===== src/rtl/trap_pkg.sv =====
package trap_pkg;

    localparam int STAT_W   = 32;
    localparam int MODE_W   = 5;
    localparam int KIND_W   = 3;
    localparam int N_BANKS  = 5;
    localparam int BANK_IW  = $clog2(N_BANKS);

    localparam int BIT_I    = 7;
    localparam int BIT_F    = 6;
    localparam int BIT_T    = 5;

    localparam logic [STAT_W-1:0] WR_MASK    = 32'hF000_00FF;
    localparam logic [STAT_W-1:0] RST_STATUS = 32'h0000_00D3;

    localparam logic [MODE_W-1:0] MODE_USR = 5'h10;
    localparam logic [MODE_W-1:0] MODE_FIQ = 5'h11;
    localparam logic [MODE_W-1:0] MODE_IRQ = 5'h12;
    localparam logic [MODE_W-1:0] MODE_SVC = 5'h13;
    localparam logic [MODE_W-1:0] MODE_ABT = 5'h17;
    localparam logic [MODE_W-1:0] MODE_UND = 5'h1B;
    localparam logic [MODE_W-1:0] MODE_SYS = 5'h1F;

    typedef enum logic [KIND_W-1:0] {
        K_RESET = 3'd0,
        K_UNDEF = 3'd1,
        K_SWI   = 3'd2,
        K_PABT  = 3'd3,
        K_DABT  = 3'd4,
        K_IRQ   = 3'd5,
        K_FIQ   = 3'd6
    } kind_e;

    typedef enum logic [1:0] {
        ST_IDLE,
        ST_ENTER,
        ST_RETURN,
        ST_LOCKED
    } seq_state_e;

    function automatic logic mode_valid(input logic [MODE_W-1:0] m);
        return (m == MODE_USR) || (m == MODE_FIQ) || (m == MODE_IRQ) ||
               (m == MODE_SVC) || (m == MODE_ABT) || (m == MODE_UND) ||
               (m == MODE_SYS);
    endfunction

    function automatic logic [MODE_W-1:0] kind_mode(input kind_e k);
        logic [MODE_W-1:0] m;
        unique case (k)
            K_RESET, K_SWI: m = MODE_SVC;
            K_UNDEF:        m = MODE_UND;
            K_PABT, K_DABT: m = MODE_ABT;
            K_IRQ:          m = MODE_IRQ;
            K_FIQ:          m = MODE_FIQ;
            default:        m = MODE_SVC;
        endcase
        return m;
    endfunction

    function automatic logic [7:0] kind_vec_off(input kind_e k);
        logic [7:0] v;
        unique case (k)
            K_RESET: v = 8'h00;
            K_UNDEF: v = 8'h04;
            K_SWI:   v = 8'h08;
            K_PABT:  v = 8'h0C;
            K_DABT:  v = 8'h10;
            K_IRQ:   v = 8'h18;
            K_FIQ:   v = 8'h1C;
            default: v = 8'h00;
        endcase
        return v;
    endfunction

    function automatic logic [3:0] kind_link_off(input kind_e k);
        return (k == K_DABT) ? 4'd8 : 4'd4;
    endfunction

    function automatic logic [3:0] kind_ret_off(input kind_e k);
        logic [3:0] o;
        unique case (k)
            K_RESET, K_UNDEF, K_SWI: o = 4'd0;
            K_PABT, K_IRQ, K_FIQ:    o = 4'd4;
            K_DABT:                  o = 4'd8;
            default:                 o = 4'd0;
        endcase
        return o;
    endfunction

    function automatic logic has_bank(input logic [MODE_W-1:0] m);
        return (m == MODE_FIQ) || (m == MODE_IRQ) || (m == MODE_SVC) ||
               (m == MODE_ABT) || (m == MODE_UND);
    endfunction

    function automatic logic [BANK_IW-1:0] bank_idx(input logic [MODE_W-1:0] m);
        logic [BANK_IW-1:0] b;
        unique case (m)
            MODE_FIQ: b = BANK_IW'(0);
            MODE_IRQ: b = BANK_IW'(1);
            MODE_SVC: b = BANK_IW'(2);
            MODE_ABT: b = BANK_IW'(3);
            MODE_UND: b = BANK_IW'(4);
            default:  b = BANK_IW'(2);
        endcase
        return b;
    endfunction

endpackage


===== src/rtl/trap_arbiter.sv =====
module trap_arbiter
    import trap_pkg::*;
(
    input  logic  en_all,
    input  logic  en_reset,
    input  logic  mask_i,
    input  logic  mask_f,
    input  logic  r_reset,
    input  logic  r_undef,
    input  logic  r_swi,
    input  logic  r_pabt,
    input  logic  r_dabt,
    input  logic  r_irq,
    input  logic  r_fiq,
    output logic  take,
    output kind_e kind
);

    always_comb begin
        take = 1'b1;
        kind = K_RESET;
        if (r_reset && en_reset) begin
            kind = K_RESET;
        end else if (!en_all) begin
            take = 1'b0;
        end else if (r_dabt) begin
            kind = K_DABT;
        end else if (r_fiq && !mask_f) begin
            kind = K_FIQ;
        end else if (r_irq && !mask_i) begin
            kind = K_IRQ;
        end else if (r_pabt) begin
            kind = K_PABT;
        end else if (r_undef) begin
            kind = K_UNDEF;
        end else if (r_swi) begin
            kind = K_SWI;
        end else begin
            take = 1'b0;
        end
    end

endmodule


===== src/rtl/trap_bank.sv =====
module trap_bank
    import trap_pkg::*;
#(
    parameter int NB = N_BANKS,
    parameter int W  = STAT_W,
    parameter int KW = KIND_W,
    localparam int IW = (NB > 1) ? $clog2(NB) : 1
) (
    input  logic          clk,
    input  logic          rst_n,
    input  logic          we,
    input  logic [IW-1:0] widx,
    input  logic [W-1:0]  wstat,
    input  logic [KW-1:0] wkind,
    input  logic [IW-1:0] ridx,
    output logic [W-1:0]  rstat,
    output logic [KW-1:0] rkind
);

    logic [W-1:0]  stat_q [NB];
    logic [KW-1:0] kind_q [NB];

    for (genvar g = 0; g < NB; g++) begin : g_bank
        always_ff @(posedge clk or negedge rst_n) begin
            if (!rst_n) begin
                stat_q[g] <= '0;
                kind_q[g] <= '0;
            end else if (we && (widx == IW'(g))) begin
                stat_q[g] <= wstat;
                kind_q[g] <= wkind;
            end
        end
    end

    always_comb begin
        rstat = '0;
        rkind = '0;
        for (int i = 0; i < NB; i++) begin
            if (ridx == IW'(i)) begin
                rstat = stat_q[i];
                rkind = kind_q[i];
            end
        end
    end

endmodule


===== src/rtl/trap_entry_calc.sv =====
module trap_entry_calc
    import trap_pkg::*;
#(
    parameter int              PC_W     = 32,
    parameter logic [PC_W-1:0] VEC_BASE = '0
) (
    input  kind_e              kind,
    input  logic [STAT_W-1:0]  cur_stat,
    input  logic [PC_W-1:0]    pc,
    output logic [STAT_W-1:0]  new_stat,
    output logic [PC_W-1:0]    vec,
    output logic [PC_W-1:0]    link,
    output logic [MODE_W-1:0]  tgt_mode
);

    logic set_f;

    always_comb begin
        tgt_mode = kind_mode(kind);
        set_f    = (kind == K_RESET) || (kind == K_FIQ);
        new_stat = '0;
        new_stat[STAT_W-1:STAT_W-4] = cur_stat[STAT_W-1:STAT_W-4];
        new_stat[BIT_I]             = 1'b1;
        new_stat[BIT_F]             = set_f | cur_stat[BIT_F];
        new_stat[BIT_T]             = 1'b0;
        new_stat[MODE_W-1:0]        = tgt_mode;
        vec  = VEC_BASE + PC_W'(kind_vec_off(kind));
        link = pc + PC_W'(kind_link_off(kind));
    end

endmodule


===== src/rtl/trap_sequencer.sv =====
module trap_sequencer
    import trap_pkg::*;
#(
    parameter int              PC_W     = 32,
    parameter logic [PC_W-1:0] VEC_BASE = '0
) (
    input  logic              clk,
    input  logic              rst_n,
    input  logic              req_reset,
    input  logic              req_undef,
    input  logic              req_swi,
    input  logic              req_pabt,
    input  logic              req_dabt,
    input  logic              irq,
    input  logic              fiq,
    input  logic [PC_W-1:0]   pc_in,
    input  logic              ret_req,
    input  logic [PC_W-1:0]   lr_in,
    input  logic              wr_en,
    input  logic [STAT_W-1:0] wr_data,
    output logic [STAT_W-1:0] status,
    output logic              lockup,
    output logic              pc_we,
    output logic [PC_W-1:0]   pc_val,
    output logic              link_we,
    output logic [PC_W-1:0]   link_val,
    output logic [MODE_W-1:0] link_mode
);

    seq_state_e state_q, state_d;

    logic [STAT_W-1:0] cpsr_q;
    kind_e             kind_q;
    logic [PC_W-1:0]   pc_q;
    logic [PC_W-1:0]   lr_q;

    logic              take;
    kind_e             take_kind;
    logic              ret_ok;
    logic              wr_bad;

    logic [STAT_W-1:0] ent_stat;
    logic [PC_W-1:0]   ent_vec;
    logic [PC_W-1:0]   ent_link;
    logic [MODE_W-1:0] ent_mode;

    logic [STAT_W-1:0] sav_stat;
    logic [KIND_W-1:0] sav_kind;
    logic              bank_we;

    // Request selection: everything in idle, only reset while locked.
    trap_arbiter u_arb (
        .en_all   (state_q == ST_IDLE),
        .en_reset ((state_q == ST_IDLE) || (state_q == ST_LOCKED)),
        .mask_i   (cpsr_q[BIT_I]),
        .mask_f   (cpsr_q[BIT_F]),
        .r_reset  (req_reset),
        .r_undef  (req_undef),
        .r_swi    (req_swi),
        .r_pabt   (req_pabt),
        .r_dabt   (req_dabt),
        .r_irq    (irq),
        .r_fiq    (fiq),
        .take     (take),
        .kind     (take_kind)
    );

    trap_entry_calc #(
        .PC_W     (PC_W),
        .VEC_BASE (VEC_BASE)
    ) u_calc (
        .kind     (kind_q),
        .cur_stat (cpsr_q),
        .pc       (pc_q),
        .new_stat (ent_stat),
        .vec      (ent_vec),
        .link     (ent_link),
        .tgt_mode (ent_mode)
    );

    assign bank_we = (state_q == ST_ENTER);

    trap_bank #(
        .NB (N_BANKS),
        .W  (STAT_W),
        .KW (KIND_W)
    ) u_bank (
        .clk   (clk),
        .rst_n (rst_n),
        .we    (bank_we),
        .widx  (bank_idx(ent_mode)),
        .wstat (cpsr_q),
        .wkind (kind_q),
        .ridx  (bank_idx(cpsr_q[MODE_W-1:0])),
        .rstat (sav_stat),
        .rkind (sav_kind)
    );

    assign ret_ok = ret_req && has_bank(cpsr_q[MODE_W-1:0]);
    assign wr_bad = wr_en && !mode_valid(wr_data[MODE_W-1:0]);

    // Next-state logic
    always_comb begin
        state_d = state_q;
        unique case (state_q)
            ST_IDLE: begin
                if (take)        state_d = ST_ENTER;
                else if (ret_ok) state_d = ST_RETURN;
                else if (wr_bad) state_d = ST_LOCKED;
                else             state_d = ST_IDLE;
            end
            ST_ENTER:  state_d = ST_IDLE;
            ST_RETURN: state_d = ST_IDLE;
            ST_LOCKED: state_d = take ? ST_ENTER : ST_LOCKED;
            default:   state_d = ST_IDLE;
        endcase
    end

    // State register
    always_ff @(posedge clk or negedge rst_n) begin
        if (!rst_n) state_q <= ST_IDLE;
        else        state_q <= state_d;
    end

    // Status and transaction data
    always_ff @(posedge clk or negedge rst_n) begin
        if (!rst_n) begin
            cpsr_q <= RST_STATUS;
            kind_q <= K_RESET;
            pc_q   <= '0;
            lr_q   <= '0;
        end else begin
            unique case (state_q)
                ST_IDLE: begin
                    if (take) begin
                        kind_q <= take_kind;
                        pc_q   <= pc_in;
                    end else if (ret_ok) begin
                        lr_q   <= lr_in;
                    end else if (wr_en && !wr_bad) begin
                        cpsr_q <= wr_data & WR_MASK;
                    end
                end
                ST_ENTER:  cpsr_q <= ent_stat;
                ST_RETURN: cpsr_q <= sav_stat;
                ST_LOCKED: begin
                    if (take) begin
                        kind_q <= take_kind;
                        pc_q   <= pc_in;
                    end
                end
                default: ;
            endcase
        end
    end

    // Outputs
    always_comb begin
        pc_we     = 1'b0;
        pc_val    = '0;
        link_we   = 1'b0;
        link_val  = '0;
        link_mode = '0;
        lockup    = 1'b0;
        unique case (state_q)
            ST_IDLE: ;
            ST_ENTER: begin
                pc_we     = 1'b1;
                pc_val    = ent_vec;
                link_we   = 1'b1;
                link_val  = ent_link;
                link_mode = ent_mode;
            end
            ST_RETURN: begin
                pc_we  = 1'b1;
                pc_val = lr_q - PC_W'(kind_ret_off(kind_e'(sav_kind)));
            end
            ST_LOCKED: lockup = 1'b1;
            default: ;
        endcase
    end

    assign status = cpsr_q;

endmodule


===== config.mk =====
export PLATFORM = sky130hd
export DESIGN_NAME = trap_sequencer
export DESIGN_NICKNAME = d
export VERILOG_FILES = /design/src/rtl/trap_pkg.sv /design/src/rtl/trap_arbiter.sv /design/src/rtl/trap_bank.sv /design/src/rtl/trap_entry_calc.sv /design/src/rtl/trap_sequencer.sv
export SDC_FILE = /design/constraint.sdc
export NUM_CORES = 1
export LEC_CHECK = 0
export BUFFER_PORTS_ARGS = -buffer_cell sky130_fd_sc_hd__buf_2
export CAP_MARGIN = 10
export CORE_UTILIZATION = 40
export CTS_BUF_LIST = sky130_fd_sc_hd__clkbuf_2 sky130_fd_sc_hd__clkbuf_4 sky130_fd_sc_hd__clkbuf_8
export CTS_CLUSTER_SIZE = 12
export DETAILED_ROUTE_END_ITERATION = 6
export SLEW_MARGIN = 15
export SYNTH_ARGS = -nofsm -noshare
export SYNTH_HDL_FRONTEND = slang
export SYNTH_SLANG_ARGS = --single-unit

===== constraint.sdc =====
create_clock -name clk -period 5.21 [get_ports clk]
set_input_delay 1.042 -clock clk [delete_from_list [all_inputs] [get_ports clk]]
set_output_delay 1.042 -clock clk [all_outputs]
set_load 0.01 [all_outputs]

# Yosys cells after proc, flatten, opt, wreduce, memory -nomap -nowiden
# Index checks and enable logic that the tools add are counted.
[classes] add_sub_neg=2 n_eq_ne=40 mux=48 n_bitwise=3 n_reduce_logical=41
[ops] cell="32-bit two-way mux" count=9
[ops] cell="32-bit case mux with 3 select lines" count=1
[ops] cell="5-bit equality test (second input constant)" count=16
[ops] cell="32-bit case mux with 2 select lines" count=1
[ops] cell="3-bit two-way mux" count=12
[ops] cell="32-bit by 4-bit adder with 32-bit output" count=1
[ops] cell="32-bit by 4-bit subtractor with 32-bit output" count=1
[ops] cell="5-bit case mux with 6 select lines" count=1
[ops] cell="3-bit equality test (second input constant)" count=8
[ops] cell="3-bit case mux with 4 select lines" count=2
[ops] cell="3-bit by 2-bit equality test with 1-bit output (second input constant)" count=7
[ops] cell="4-bit case mux with 4 select lines" count=1
[ops] cell="1-bit logical OR" count=12
[ops] cell="1-bit logical AND" count=11
[ops] cell="1-bit two-way mux" count=11
[ops] cell="2-bit two-way mux" count=5
[ops] cell="3-bit by 1-bit equality test with 1-bit output (second input constant)" count=3
[ops] cell="3-bit logical NOT" count=3
[ops] cell="4-bit two-way mux" count=2
[ops] cell="4-bit case mux with 2 select lines" count=1
[ops] cell="2-bit inequality test (second input constant)" count=3
[ops] cell="2-bit case mux with 3 select lines" count=1
[ops] cell="2-bit OR reduction" count=3
[ops] cell="5-bit two-way mux" count=1
[ops] cell="other kinds (13)" count=18
[word_totals] regBits=276 in_bits=107 elab_cells=150

# Longest topological paths before layout
[depth] depth_word=15 depth_mapped=16 depth_no_buf=14

# Cells and area by module
# From an unflattened synthesis, not the netlist that was laid out.
[hier_totals] cells_unflattened=1314 area_unflattened_um2=15031.9
[by_module_without_submodules] mod="trap_bank" instances=1 cells_each=577 area_each_um2=7995.2 seq_area_each_um2=4379.2
[by_module_without_submodules] mod="trap_sequencer" instances=1 cells_each=553 area_each_um2=5675.4 seq_area_each_um2=2533.7
[by_module_without_submodules] mod="trap_entry_calc" instances=1 cells_each=170 area_each_um2=1233.7 seq_area_each_um2=0.0
[by_module_without_submodules] mod="trap_arbiter" instances=1 cells_each=14 area_each_um2=127.6 seq_area_each_um2=0.0

# Worst setup path after synthesis
# OpenSTA, ideal clock, no wires.
[synth_path] path_type="register to output" start="reg cpsr_q[0], in the netlist status[0]" end="out pc_val[18]" arrival_ns=3.882 required_time_ns=4.168 path_slack_ns=0.286 path_stages_with_launch=16 n_path_buf=2 cell_sequence="dfstp_2 > clkbuf_1 > clkbuf_1 > inv_1 > o21ai_0 > a32oi_1 > a211o_1 > xor2_1 > mux2_2 > ha_1 > inv_1 > fa_1 > nor3_1 > nand2b_1 > or3_1 > a21oi_1"
[synth_via] elab_chain_len=14 word_cells_on_any_way=24
[synth_rtl] item="from (decl)" line_no="trap_sequencer.sv:32" text="logic [STAT_W-1:0] cpsr_q;"
[synth_rtl] item="from (signal assigned)" line_no="trap_sequencer.sv:141" text="cpsr_q <= wr_data & WR_MASK;"
[synth_rtl] item="from (signal assigned)" line_no="trap_sequencer.sv:144" text="ST_ENTER: cpsr_q <= ent_stat;"
[synth_rtl] item="from (signal assigned)" line_no="trap_sequencer.sv:145" text="ST_RETURN: cpsr_q <= sav_stat;"
[synth_rtl] item="5-bit equality test" line_no="trap_pkg.sv:97" text="unique case (m)"
[synth_rtl] item="3-bit case mux with 4 select lines (*)" line_no="trap_pkg.sv:97"
[synth_rtl] item="3-bit logical NOT" line_no="trap_bank.sv:39" text="if (ridx == IW'(i)) begin"
[synth_rtl] item="3-bit two-way mux (4 in series)" line_no="trap_bank.sv:39"
[synth_rtl] item="3-bit two-way mux (*)" line_no="trap_bank.sv:39"
[synth_rtl] item="3-bit by 2-bit equality test with 1-bit output or 3-bit equality test (tied branches)" line_no="trap_pkg.sv:81" text="unique case (k)"
[synth_rtl] item="3-bit OR reduction" line_no="trap_pkg.sv:81"
[synth_rtl] item="4-bit case mux with 2 select lines (*)" line_no="trap_pkg.sv:81"
[synth_rtl] item="4-bit two-way mux (*)" line_no="trap_sequencer.sv:165" text="unique case (state_q)"
[synth_rtl] item="32-bit by 4-bit subtractor with 32-bit output (*)" line_no="trap_sequencer.sv:176" text="pc_val = lr_q - PC_W'(kind_ret_off(kind_e'(sav_kind)));"
[synth_rtl] item="32-bit case mux with 2 select lines (*)" line_no="trap_sequencer.sv:165"
[synth_rtl] item="to (decl)" line_no="trap_sequencer.sv:24" text="output logic [PC_W-1:0] pc_val,"
# Every way passes the cells marked *; elsewhere a longest branch is shown, timed or not. The select of a mux whose other input is x is not followed.

# Final worst setup path
[layout_path] start="reg cpsr_q[4], in the netlist status[4]" end="out pc_val[18]"
# The elaborated chain is that of the path after synthesis.

==> out/results.ini <==
[clock_network]
cts.sinks=276
clock_latency_ns=0.56
cts_buffer_depth=3
cts_max_level=2
cts.hold.buffers_added=0
cts_tree=done
clk_pin_slew_ns=0.05
root_buffer=clkbuf_8
cts-buffers-inserted=49

[setup_path]
path_class=reg -> out
required_ns=4.17
crit_arrival_ns=4.10
cp-startpoint=status[4]
crit_path_max_fanout=7
r2r_slack_ns=2.17
worst_setup_path_end_kind=output port
timing.rr.end=status[5]
r2r_start=state_q[0]
critPathLaunchType=register
ff2ff_path_depth=8

[global_route]
grtUsageTotal=0.205
grt_overflow=0
antenna_found_initial=0
grt_pass1_vias=10600
grt_pass1_wl_microns=58100
grt_max_degree=104

[synth]
syn_nets=1379
synth_top_area_cell=dfrtp_1
netlist_area_sq_um=13700
synth-seq-cells=276
synthArstFlopShare=1.00
syn_avg_cell_area_sq_um=10.8
ys_seq_area_frac=0.506
synth_cell_types=68
synth_common_cells=271 x dfrtp_1, 196 x mux2_2, 172 x nand2_1
yosys_most_used_dff=dfrtp_1
syn_inst=1262
netlist.area_leader.share=0.497
yosysMostFrequentCell=dfrtp_1
synth_edf_count=0
synth_warnings=0
synth_area_leaders=dfrtp_1 50%, mux2_2 16%, nand2_1 4.7%

[placed_design]
preCtsSetupSlack_ns=0.273
dp_hpwl_microns=21800
gp_congestion=0.819
port_buffers=190

[timing]
hold_violations=0
period_needed_ns=5.14
rsz0062_at_grt=true
relSlewSlack=0.270
fmax_mhz=194
hold_ws_ns=0.450
worst_slew_pin_slew_ns=1.09
fin_tns_setup_ns=0
clock_skew_ns=0.0155
period_share=0.987
setup_viol=0
worst_slack_ns=0.0676
slew_viol_final=0

[detailed_routing]
drc=0
initialDrtViolationCount=618
drtAntennaViolNets=0
vias=10500
first_pass_iters=5
via_per_inst=5.36
avgRoutedWirePerCell_microns=18.3
routed_wl_microns=35900

[layout]
finalNetCount=1590
n_fill_cell=3135
diodes=0
drive_gt1_frac=0.383
area_growth_pct=21.4

[job]
max-cap-violations=0

[floorplan]
num_io_pins=211
start_util=0.407
coreArea_sq_um=33500
rows=67
die_h_microns=187
die_area_sq_um=34900
die_w_microns=187

[status]
outcome=finished, final reports clean

[worst_hold_path]
hold_path_class=in -> async

[pwr]
powerDensity_nw_per_um2=604
leakage_nw=7.98
vdd_drop_max_mv=0.308

==> per-stage QoR <==
stage / total power (W) / instances / utilization / cell area, sq um
6_report: 0.0100 / 1962 / 0.494 / 16600
5_1_grt: 0.0107 / 1962 / 0.494 / 16600
4_1_cts: 0.00995 / 1957 / 0.492 / 16500
3_5_place_dp: 0.00735 / 1846 / 0.451 / 15100
3_3_place_gp: 0.00727 / 1846 / 0.451 / 15100
2_1_floorplan: 0.00606 / 1262 / - / 13700
==> flip-flops by register name, summed over array words and instances (netlist names) <==
register,cells
kind_q,3
lr_q,32
pc_q,32
state_q,2
status,32
u_bank.kind_q,15
u_bank.stat_q,160
==> layout by cell type (no fill, tap or decap), drive strengths merged, types with 15 or more instances in the layout <==
cell / Yosys / layout
buf: 18 / 245
a22o: 21 / 21
dfrtp: 271 / 271
clkbuf: 67 / 86
nand2b: 16 / 16
a21oi: 26 / 26
nand2: 172 / 172
nor2: 70 / 70
nand3: 21 / 21
o211ai: 24 / 24
mux2: 198 / 198
o21ai: 70 / 70
and2: 31 / 31
a221o: 32 / 32
inv: 15 / 15
nor3: 18 / 18
xnor2: 36 / 36
or3: 15 / 15
==> worst max-delay path, stage by stage (launching register included) <==
cell and delay, ns:
dfstp_2 0.60, buf_4 0.17, nor2b_1 0.18, o211a_1 0.26, nor3_2 0.06, a211o_1 0.27
xor2_1 0.18, mux2_4 0.19, ha_4 0.13, inv_4 0.03, fa_2 0.36, buf_4 0.15
nor3_4 0.19, nand2b_4 0.11, or3_1 0.31, a21oi_1 0.14, buf_2 0.19
==> final cells by class <==
| class | instances | area, sq um | area share |
|---|---|---|---|
| tap | 448 | 561 | 0.0338 |
| clock buffer | 86 | 1050 | 0.0635 |
| sequential | 276 | 6920 | 0.417 |
| multi-input combinational | 886 | 6480 | 0.391 |
| clock inverter | 6 | 82.6 | 0.00498 |
| timing repair buffer | 245 | 1430 | 0.0863 |
| inverter | 15 | 58.8 | 0.00355 |
==> report_power, final <==
part	switching (W)	total (W)	internal, W
logic	0.00247	0.00461	0.00213
registers	0.000481	0.00316	0.00268
clock network	0.000891	0.00225	0.00136
==> per-layer routing <==
metal / share of wire / track usage / vias to the layer above
li1: - / - / 4925
met2: 0.46 / 0.335 / 312
met3: 0.056 / 0.0359 / 46
met4: 0.014 / 0.0489 / 0
met1: 0.46 / 0.284 / 5239
met5: 0 / 0 / -
==> repair_timing <==
item                                    CTS  global route
buffers inserted                         19             4
gates resized for setup                  25             8
endpoints found under the setup margin   17            20
pin swaps                                11            14
==> kinds of logic (layout without fill, tap and decap cells) <==
| family | count (synthesis) | in the layout | synth area share |
|---|---|---|---|
| mux | 198 | 198 | 0.163 |
| buf+inv | 100 | 352 | 0.0311 |
| fa+ha+maj | 10 | 10 | 0.0103 |
| compound gates | 226 | 226 | 0.116 |
| xor+xnor | 49 | 49 | 0.0314 |
| flops | 276 | 276 | 0.506 |
| simple gates | 403 | 403 | 0.142 |
==> how the worst max path moves through the flow <==
| stage | slack (ns) | cells after the start | to |
|---|---|---|---|
| after floorplan | 0.29 | 15 | pc_val[18] |
| after global placement | 0.32 | 15 | pc_val[26] |
| after detailed placement | 0.27 | 14 | pc_val[28] |
| after CTS | -0.04 | 15 | pc_val[26] |
| after global routing | -0.1 | 17 | pc_val[18] |
| final | 0.07 | 16 | pc_val[18] |
Note: power is estimated with default switching activity, not from simulation.
